===== config.mk =====
export PLATFORM = sky130hd
export DESIGN_NAME = undef_trap_ctl
export DESIGN_NICKNAME = d
export VERILOG_FILES = /design/src/rtl/utrap_pkg.sv /design/src/rtl/utrap_prefix_track.sv /design/src/rtl/utrap_stack_push.sv /design/src/rtl/undef_trap_ctl.sv
export SDC_FILE = /design/constraint.sdc
export NUM_CORES = 1
export LEC_CHECK = 0
export BUFFER_PORTS_ARGS = -buffer_cell sky130_fd_sc_hd__buf_2
export CORE_MARGIN = 5
export CORE_UTILIZATION = 39
export DETAILED_ROUTE_END_ITERATION = 10
export PLACE_DENSITY = 0.68
export SLEW_MARGIN = 20
export SYNTH_ARGS = -nofsm -noshare
export SYNTH_HDL_FRONTEND = slang
export SYNTH_SLANG_ARGS = --single-unit

===== constraint.sdc =====
create_clock -name clk -period 2.95 [get_ports clk]
set_input_delay 0.59 -clock clk [delete_from_list [all_inputs] [get_ports clk]]
set_output_delay 0.59 -clock clk [all_outputs]
set_load 0.02 [all_outputs]

===== src/rtl/utrap_pkg.sv =====
package utrap_pkg;

  localparam int BYTE_W = 8;

  localparam logic [BYTE_W-1:0] OP_BITS = 8'hCB;
  localparam logic [BYTE_W-1:0] OP_IXP  = 8'hDD;
  localparam logic [BYTE_W-1:0] OP_EXTP = 8'hED;
  localparam logic [BYTE_W-1:0] OP_IYP  = 8'hFD;

  typedef enum logic [1:0] {PF_IDLE, PF_ONE, PF_TWO} pfx_e;
  typedef enum logic [1:0] {SQ_IDLE, SQ_HI, SQ_LO, SQ_RST} seq_e;

  function automatic logic is_prefix(input logic [BYTE_W-1:0] b);
    return (b == OP_BITS) || (b == OP_IXP) || (b == OP_EXTP) || (b == OP_IYP);
  endfunction

  function automatic logic is_index(input logic [BYTE_W-1:0] b);
    return (b == OP_IXP) || (b == OP_IYP);
  endfunction

endpackage


===== src/rtl/utrap_prefix_track.sv =====
module utrap_prefix_track
  import utrap_pkg::*;
(
  input  logic              clk,
  input  logic              rst_n,
  input  logic              busy,
  input  logic              fetch_vld,
  input  logic [BYTE_W-1:0] fetch_byte,
  input  logic              fetch_undef,
  output logic              trap_hit,
  output logic              trap_third
);

  pfx_e st;
  logic idx_seen;
  logic fetch_ok;

  assign fetch_ok   = fetch_vld && !busy;
  assign trap_hit   = fetch_ok && fetch_undef && (st != PF_IDLE);
  assign trap_third = (st == PF_TWO);

  always_ff @(posedge clk) begin
    if (!rst_n) begin
      st       <= PF_IDLE;
      idx_seen <= 1'b0;
    end else if (fetch_ok) begin
      unique case (st)
        PF_IDLE: begin
          if (is_prefix(fetch_byte)) begin
            st       <= PF_ONE;
            idx_seen <= is_index(fetch_byte);
          end
        end
        PF_ONE: begin
          if (!fetch_undef && idx_seen && fetch_byte == OP_BITS) st <= PF_TWO;
          else                                                  st <= PF_IDLE;
        end
        default: st <= PF_IDLE;
      endcase
    end
  end


  idle_while_busy_chk: assert property (@(posedge clk) disable iff (!rst_n)
    busy |-> (st == PF_IDLE && !trap_hit));


  third_ends_chk: assert property (@(posedge clk) disable iff (!rst_n)
    (st == PF_TWO && fetch_ok) |=> (st == PF_IDLE));

endmodule


===== src/rtl/utrap_stack_push.sv =====
module utrap_stack_push
  import utrap_pkg::*;
#(
  parameter int ADDR_W = 16
) (
  input  logic              clk,
  input  logic              rst_n,
  input  logic              start,
  input  logic [ADDR_W-1:0] pc_in,
  input  logic [ADDR_W-1:0] sp_in,
  output logic              busy,
  output logic              stk_we,
  output logic [ADDR_W-1:0] stk_addr,
  output logic [BYTE_W-1:0] stk_wdata,
  output logic              sp_load,
  output logic [ADDR_W-1:0] sp_next,
  output logic              pc_load,
  output logic [ADDR_W-1:0] pc_next
);

  localparam logic [ADDR_W-1:0] RESTART_ADDR = '0;

  function automatic logic [ADDR_W-1:0] sp_minus(input logic [ADDR_W-1:0] sp,
                                                 input int unsigned n);
    return sp - ADDR_W'(n);
  endfunction

  function automatic logic [BYTE_W-1:0] hi_byte(input logic [ADDR_W-1:0] v);
    return BYTE_W'(v >> BYTE_W);
  endfunction

  seq_e              sq;
  logic [ADDR_W-1:0] pc_q;
  logic [ADDR_W-1:0] sp_q;

  always_ff @(posedge clk) begin
    if (!rst_n) begin
      sq   <= SQ_IDLE;
      pc_q <= '0;
      sp_q <= '0;
    end else begin
      unique case (sq)
        SQ_IDLE: if (start) begin
          sq   <= SQ_HI;
          pc_q <= pc_in;
          sp_q <= sp_in;
        end
        SQ_HI:   sq <= SQ_LO;
        SQ_LO:   sq <= SQ_RST;
        default: sq <= SQ_IDLE;
      endcase
    end
  end

  assign busy      = (sq != SQ_IDLE);
  assign stk_we    = (sq == SQ_HI) || (sq == SQ_LO);
  assign stk_addr  = (sq == SQ_LO) ? sp_minus(sp_q, 2) : sp_minus(sp_q, 1);
  assign stk_wdata = (sq == SQ_LO) ? pc_q[BYTE_W-1:0] : hi_byte(pc_q);
  assign sp_load   = (sq == SQ_LO);
  assign sp_next   = sp_minus(sp_q, 2);
  assign pc_load   = (sq == SQ_RST);
  assign pc_next   = RESTART_ADDR;


  low_below_high_chk: assert property (@(posedge clk) disable iff (!rst_n)
    (sq == SQ_HI) |=> (stk_we && sp_load && stk_addr == $past(stk_addr) - 1'b1));


  reload_after_push_chk: assert property (@(posedge clk) disable iff (!rst_n)
    sp_load |=> (pc_load && !stk_we));


  release_after_reload_chk: assert property (@(posedge clk) disable iff (!rst_n)
    pc_load |=> !busy);


  start_from_idle_chk: assert property (@(posedge clk) disable iff (!rst_n)
    (start && !busy) |=> (busy && stk_we && !sp_load));

endmodule


===== src/rtl/undef_trap_ctl.sv =====
module undef_trap_ctl
  import utrap_pkg::*;
#(
  parameter int ADDR_W = 16
) (
  input  logic              clk,
  input  logic              rst_n,
  input  logic              fetch_vld,
  input  logic [7:0]        fetch_byte,
  input  logic              fetch_undef,
  input  logic [ADDR_W-1:0] pc_in,
  input  logic [ADDR_W-1:0] sp_in,
  input  logic              sts_wr,
  input  logic              sts_wdata,
  output logic              trap_hit,
  output logic              busy,
  output logic              stk_we,
  output logic [ADDR_W-1:0] stk_addr,
  output logic [7:0]        stk_wdata,
  output logic              sp_load,
  output logic [ADDR_W-1:0] sp_next,
  output logic              pc_load,
  output logic [ADDR_W-1:0] pc_next,
  output logic              trap_flag,
  output logic              ufo_flag
);

  logic trap_third;
  logic sw_clear;

  utrap_prefix_track u_track (
    .clk        (clk),
    .rst_n      (rst_n),
    .busy       (busy),
    .fetch_vld  (fetch_vld),
    .fetch_byte (fetch_byte),
    .fetch_undef(fetch_undef),
    .trap_hit   (trap_hit),
    .trap_third (trap_third)
  );

  utrap_stack_push #(.ADDR_W(ADDR_W)) u_push (
    .clk      (clk),
    .rst_n    (rst_n),
    .start    (trap_hit),
    .pc_in    (pc_in),
    .sp_in    (sp_in),
    .busy     (busy),
    .stk_we   (stk_we),
    .stk_addr (stk_addr),
    .stk_wdata(stk_wdata),
    .sp_load  (sp_load),
    .sp_next  (sp_next),
    .pc_load  (pc_load),
    .pc_next  (pc_next)
  );

  assign sw_clear = sts_wr && !sts_wdata;

  always_ff @(posedge clk) begin
    if (!rst_n) begin
      trap_flag <= 1'b0;
      ufo_flag  <= 1'b0;
    end else begin
      if (trap_hit) begin
        trap_flag <= 1'b1;
        ufo_flag  <= trap_third;
      end else if (sw_clear) begin
        trap_flag <= 1'b0;
      end
    end
  end


  trap_sets_flag_chk: assert property (@(posedge clk) disable iff (!rst_n)
    trap_hit |=> (trap_flag && busy));


  set_write_ignored_chk: assert property (@(posedge clk) disable iff (!rst_n)
    (sts_wr && sts_wdata && !trap_hit) |=> $stable(trap_flag));


  ufo_hold_chk: assert property (@(posedge clk) disable iff (!rst_n)
    !trap_hit |=> $stable(ufo_flag));


  clear_write_chk: assert property (@(posedge clk) disable iff (!rst_n)
    (sw_clear && !trap_hit) |=> !trap_flag);

endmodule


==> results of run 1 <==
-- cells in the mapped netlist (7+ instances only) --
| cell | number |
|---|---|
| a21boi_0 | 26 |
| a21boi_1 | 9 |
| buf_4 | 17 |
| clkbuf_1 | 14 |
| dfxtp_1 | 39 |
| ha_1 | 7 |
| inv_1 | 9 |
| mux2_2 | 8 |
| nand2_1 | 74 |
| nor2_1 | 10 |
| nor3_1 | 9 |
| xnor2_1 | 16 |
| xor2_1 | 12 |
-- kinds of logic (layout without fill, tap and decap cells) --
group           after synthesis  count (layout)  share of synthesized area
buf+inv                      46             120                      0.103
mux                           9               9                     0.0413
xor+xnor                     28              28                      0.101
compound gates               49              49                      0.144
other cells                   1              16                    0.00155
flops                        39              39                      0.322
simple gates                126             126                      0.251
fa+ha+maj                     7               7                     0.0361
-- flip-flops by register name, summed over array words and instances, names as in the netlist --
| name | count |
|---|---|
| u_push.pc_q | 16 |
| trap_flag | 1 |
| u_push.sq | 2 |
| ufo_flag | 1 |
| u_track.idx_seen | 1 |
| u_track.st | 2 |
| u_push.sp_q | 16 |
-- area by class of cell --
class	instances	area, um^2	share of cell area
repair buffers	102	541	0.176
clock inverters	3	46.3	0.0151
multi-input cells	235	1490	0.486
inverters	10	42.5	0.0138
flip-flops and latches	39	788	0.257
well taps	75	93.8	0.0305
clock buffers	5	68.8	0.0224
-- per-layer routing --
| metal | part of all wire | wire (um) |
|---|---|---|
| met5 | 0 | 0 |
| met4 | 0.011 | 68 |
| met3 | 0.085 | 514 |
| met2 | 0.48 | 2920 |
| met1 | 0.42 | 2540 |
-- timing repair --
action	in CTS	in global routing
buffers inserted	0	7
pin swaps	0	2
setup endpoints to repair	2	3
endpoints found under the hold margin	0	0
resized for setup	6	8
-- worst reg2reg max path, stage by stage (launching register included) --
cell	delay [ns]
dfxtp_1	0.39
inv_1	0.08
ha_1	0.32
o2111ai_4	0.17
buf_4	0.41
a21oi_1	0.12
a31oi_1	0.15
nor2b_1	0.06
-- power by group through the flow --
stage / Sequential [uW] / Clock [uW] / Combinational (uW)
floorplan: 539 / 0 / 60.2
global placement: 540 / 0 / 83.1
detailed placement: 540 / 0 / 83.6
CTS: 527 / 470 / 84.0
global route: 526 / 490 / 93.4
finish: 525 / 459 / 84.3
-- per-stage QoR --
stage,std cells,cell area [um^2]
global route,469,3070
CTS,462,2990
detailed placement,454,2860
global placement,454,2860
finish,469,3070
floorplan,320,2480
-- path summary, 6_finish.rpt --
check                                  endpoint  slack (ns)            start  depth (start not counted)
worst min register to register  u_push.pc_q[11]        0.46  u_push.pc_q[11]                          2
worst max-delay path                stk_addr[9]        0.04   u_push.sp_q[1]                          7
worst min-delay path            u_push.pc_q[11]        0.46  u_push.pc_q[11]                          2
worst max register to register     u_push.sq[0]        1.15     u_push.sq[0]                          7
==> impl_metrics.toml, run 1 <==
[synthesis]
ys_warn_count = 0
synth_seq_cells = 39
ys_types = 44
ys_seq_area_frac = 0.322
synthTopCellsByArea = "dfxtp_1, nand2_1, a21boi_0, xnor2_1, buf_4"
synth_edf_count = 0
ys_async_sr_fraction = 0
syn-instance-count = 305
synth_flop_cell = "dfxtp_1"
syn_area_per_cell_um2 = 7.95
synth_top_area_frac = 0.322
yosys.area.top_type = "dfxtp_1"
synthesis.area_mm2 = 0.00242

[pwr]
peakVddDrop_v = 0.000162
p_sw_uw = 253
intPower_uw = 815
netSwitchingFraction = 0.237
power_density_mw_per_mm2 = 348
power_frac_seq = 0.492
p_leak_uw = 0.00131
clock_power_share = 0.429
p_comb_frac = 0.079
power_uw = 1070

[drt]
drc = 0
num_vias = 2203
vias_per_cell = 4.70
firstDrtPassIters = 4
wire_per_inst_um = 12.9
drt_iter0_markers = 62
drtAntennaViolNets = 0
drt_wl_total_um = 6050

[timing]
timing.final.crit_period_ns = 2.91
tightest_slew_ns = 0.579
slew_headroom = 0.614
clock_skew_ns = 0.0107
fmax_mhz = 343
drv_slew = 0
rsz0062_at_grt = "true"
hold_viol = 0
fin_ws_ns = 0.0376
min_period_over_period = 0.987
finalSetupViolations = 0
holdWs_ns = 0.461
finalSetupTns_ns = 0

[clock_network]
cts_root_buffer = "clkbuf_8"
cts_buffer_depth = 2
cts_num_sinks = 39
postCtsHoldBufs = 0
clk_pin_slew_ns = 0.08
insertion_delay_ns = 0.30
h-tree-depth = 2
cts_tree = "yes"
cts-buffers-inserted = 5

[worst_setup_path]
startpoint_type = "flip-flop"
critPathBufInv = 2
slowest_delay_ns = 0.54
cp_top_family = "simple AND/OR/NAND/NOR gates"
endpoint_kind = "output port"
slowest_stage = "or4_4"
worstPathCellList = "inv_4 > ha_4 > or3b_4 > or4_4 > nor3b_4 > xor2_1 > buf_4"
cp.required_ns = 2.36
criticalPathCategory = "flip-flop to output port"
crit_fanout = 3
cp.arrival_ns = 2.32

[job]
maxCapViolations = 0

[placement]
gp_congestion = 0.847
pre_cts_ws_ns = 0.259
dp_hpwl_um = 4520
portBuffers = 92

[global_route]
grt_usage = 0.149
grt.busiest_layer = "met2"
antenna_found_initial = 0
grt_overflow = 0
grt_pass1_wl_um = 9320
met3_usage = 0.0335
grtUsageMet1 = 0.178
grtUsageMet2 = 0.261
grt_pass1_vias = 2063
grt_max_degree = 41

[floorplan]
ioPinCount = 109
dieArea_mm2 = 0.00789
coreArea_mm2 = 0.00599
initial_core_util = 0.405
die_w_um = 88.9
die_h_um = 88.9
num_rows = 28

[run_status]
outcome = "finished clean"

[min_path]
hold_path.class = "flip-flop to flip-flop"

[finish]
most-common-layout-cells = "buf_2, nand2_1, dfxtp_1, a21boi_0"
final_util = 0.513
drive_gt1_frac = 0.335
final_common_cell = "buf_2"
antenna_cells = 0
fillers = 611
fin_nets = 446
area_growth_pct = 26.7
Power figures use the tool's default switching activity.
==> inputs of run 2 (changes only) <==
--- a/config.mk
+++ b/config.mk
@@ -7,9 +7,9 @@
 export LEC_CHECK = 0
 export BUFFER_PORTS_ARGS = -buffer_cell sky130_fd_sc_hd__buf_2
 export CORE_MARGIN = 5
-export CORE_UTILIZATION = 39
+export CORE_UTILIZATION = 45
 export DETAILED_ROUTE_END_ITERATION = 10
-export PLACE_DENSITY = 0.68
+export PLACE_DENSITY = 0.77
 export SLEW_MARGIN = 20
 export SYNTH_ARGS = -nofsm -noshare
 export SYNTH_HDL_FRONTEND = slang
==> run 2 against run 1 <==
Against the previous run:
- hold slack better by 0.0058 ns
- combinational power hardly changed
- clock power decreased by 15%
- die area is 12% lower
- critical path type unchanged
==> impl_metrics.toml, run 2 (same netlist as run 1, synthesis figures left out) <==
[drt]
dr.max_layer_used = "met4"
num_vias = 2276
vias_per_cell = 4.88
drt_wl_total_um = 6080
drc = 0
wl_met2_um = 3050
drt_iter0_markers = 84
wire_per_inst_um = 13.0
wl_met1_um = 2450
firstDrtPassIters = 4
wl_met3_um = 501
drtAntennaViolNets = 0

[clock_network]
cts_tree = "yes"
cts_root_buffer = "clkbuf_8"
insertion_delay_ns = 0.28
cts-buffers-inserted = 5
h-tree-depth = 2
cts_buffer_depth = 2
cts_num_sinks = 39
clk_pin_slew_ns = 0.07
postCtsHoldBufs = 0

[global_route]
grt_usage = 0.170
grt_pass1_wl_um = 10100
grt_pass1_vias = 2271
grt_max_degree = 41
grt_overflow = 0
antenna_found_initial = 0

[timing]
hold_viol = 0
clock_skew_ns = 0.00139
timing.final.crit_period_ns = 2.92
holdWs_ns = 0.467
slew_headroom = 0.624
drv_slew = 0
fmax_mhz = 343
rsz0062_at_grt = "true"
fin_ws_ns = 0.0334
tightest_slew_ns = 0.565
finalSetupTns_ns = 0
min_period_over_period = 0.989
finalSetupViolations = 0

[pwr]
peakVddDrop_v = 0.000270
power_frac_seq = 0.525
p_leak_uw = 0.00130
netSwitchingFraction = 0.226
p_comb_frac = 0.084
p_sw_uw = 226
power_density_mw_per_mm2 = 328
intPower_uw = 774
clock_power_share = 0.390

[run_status]
outcome = "finished clean"

[finish]
design_area_mm2 = 0.00305
fillers = 490
final_common_cell = "buf_2"
fin_nets = 448
drive_gt1_frac = 0.333
area_growth_pct = 25.6
antenna_cells = 0
largestRegisters = "u_push.pc_q (16), u_push.sp_q (16)"
most-common-layout-cells = "buf_2, nand2_1, dfxtp_1, a21boi_0"

[worst_setup_path]
crit_fanout = 5
cp.arrival_ns = 2.33
criticalPathCategory = "flip-flop to output port"
startpoint_type = "flip-flop"
cp.required_ns = 2.36
endpoint_kind = "output port"

[job]
maxCapViolations = 0

[placement]
gp_congestion = 0.845
placed_area_mm2 = 0.00285
dp_hpwl_um = 4450
portBuffers = 92
pre_cts_ws_ns = 0.280

[floorplan]
dieArea_mm2 = 0.00696
initial_core_util = 0.469
num_rows = 26
ioPinCount = 109
coreArea_mm2 = 0.00517
die_h_um = 83.4
die_w_um = 83.4

[min_path]
hold_path.class = "flip-flop to flip-flop"
run 2: cell types whose count changed in the layout (fill, tap and decap cells not counted), sizes merged:
| cell | delta |
|---|---|
| buf | +2 |
| clkinvlp | -1 |
| clkbuf | +3 |
| inv | -1 |
| bufinv | -1 |
run 2: metrics by stage:
step | total power (uW) | util | cells
finish | 1000 | 0.589 | 466
global route | 1050 | 0.589 | 466
CTS | 1020 | 0.571 | 457
detailed placement | 623 | 0.550 | 449
global placement | 622 | 0.550 | 449
floorplan | 599 | - | 320
run 2: timing repair:
action,in CTS,in global routing
buffers inserted,0,9
hold endpoints to repair,0,0
gates resized for setup,4,9
setup endpoints to repair,2,7
pin swaps,0,5
run 2: area by class of cell:
class / count / area [um^2] / area share
multi-input combinational: 235 / 1470 / 0.483
sequential: 39 / 788 / 0.259
timing repair buffer: 104 / 558 / 0.183
clock buffer: 8 / 100 / 0.0329
tap: 70 / 87.6 / 0.0287
inverter: 10 / 42.5 / 0.0140
run 2: critical path, cell delays in order (launching register included):
cell and delay [ns]:
dfxtp_4 0.37, inv_4 0.06, ha_4 0.14, or3b_4 0.40, or4_4 0.53, nor3b_2 0.22, xor2_1 0.16, buf_4 0.16
run 2: path summary, 6_finish.rpt:
| kind | slack, ns | cells after the start | endpoint | startpoint |
|---|---|---|---|---|
| max reg2reg | 1.18 | 7 | u_push.sq[1] | u_push.sq[0] |
| min | 0.47 | 2 | u_push.pc_q[11] | u_push.pc_q[11] |
| min reg2reg | 0.47 | 2 | u_push.pc_q[11] | u_push.pc_q[11] |
| max | 0.03 | 7 | stk_addr[9] | u_push.sp_q[2] |
run 2: power by group through the flow:
| stage | sequential (uW) | clock, uW | combinational, uW |
|---|---|---|---|
| finish | 525 | 391 | 84.3 |
| global placement | 539 | 0 | 82.0 |
| global route | 525 | 432 | 92.3 |
| floorplan | 539 | 0 | 60.2 |
| detailed placement | 540 | 0 | 83.4 |
| CTS | 527 | 406 | 83.7 |
run 2: layer usage:
metal,vias up,track usage
met5,-,0
met4,0,0.0342
met3,9,0.0574
met2,81,0.319
met1,1029,0.184
li1,1157,-
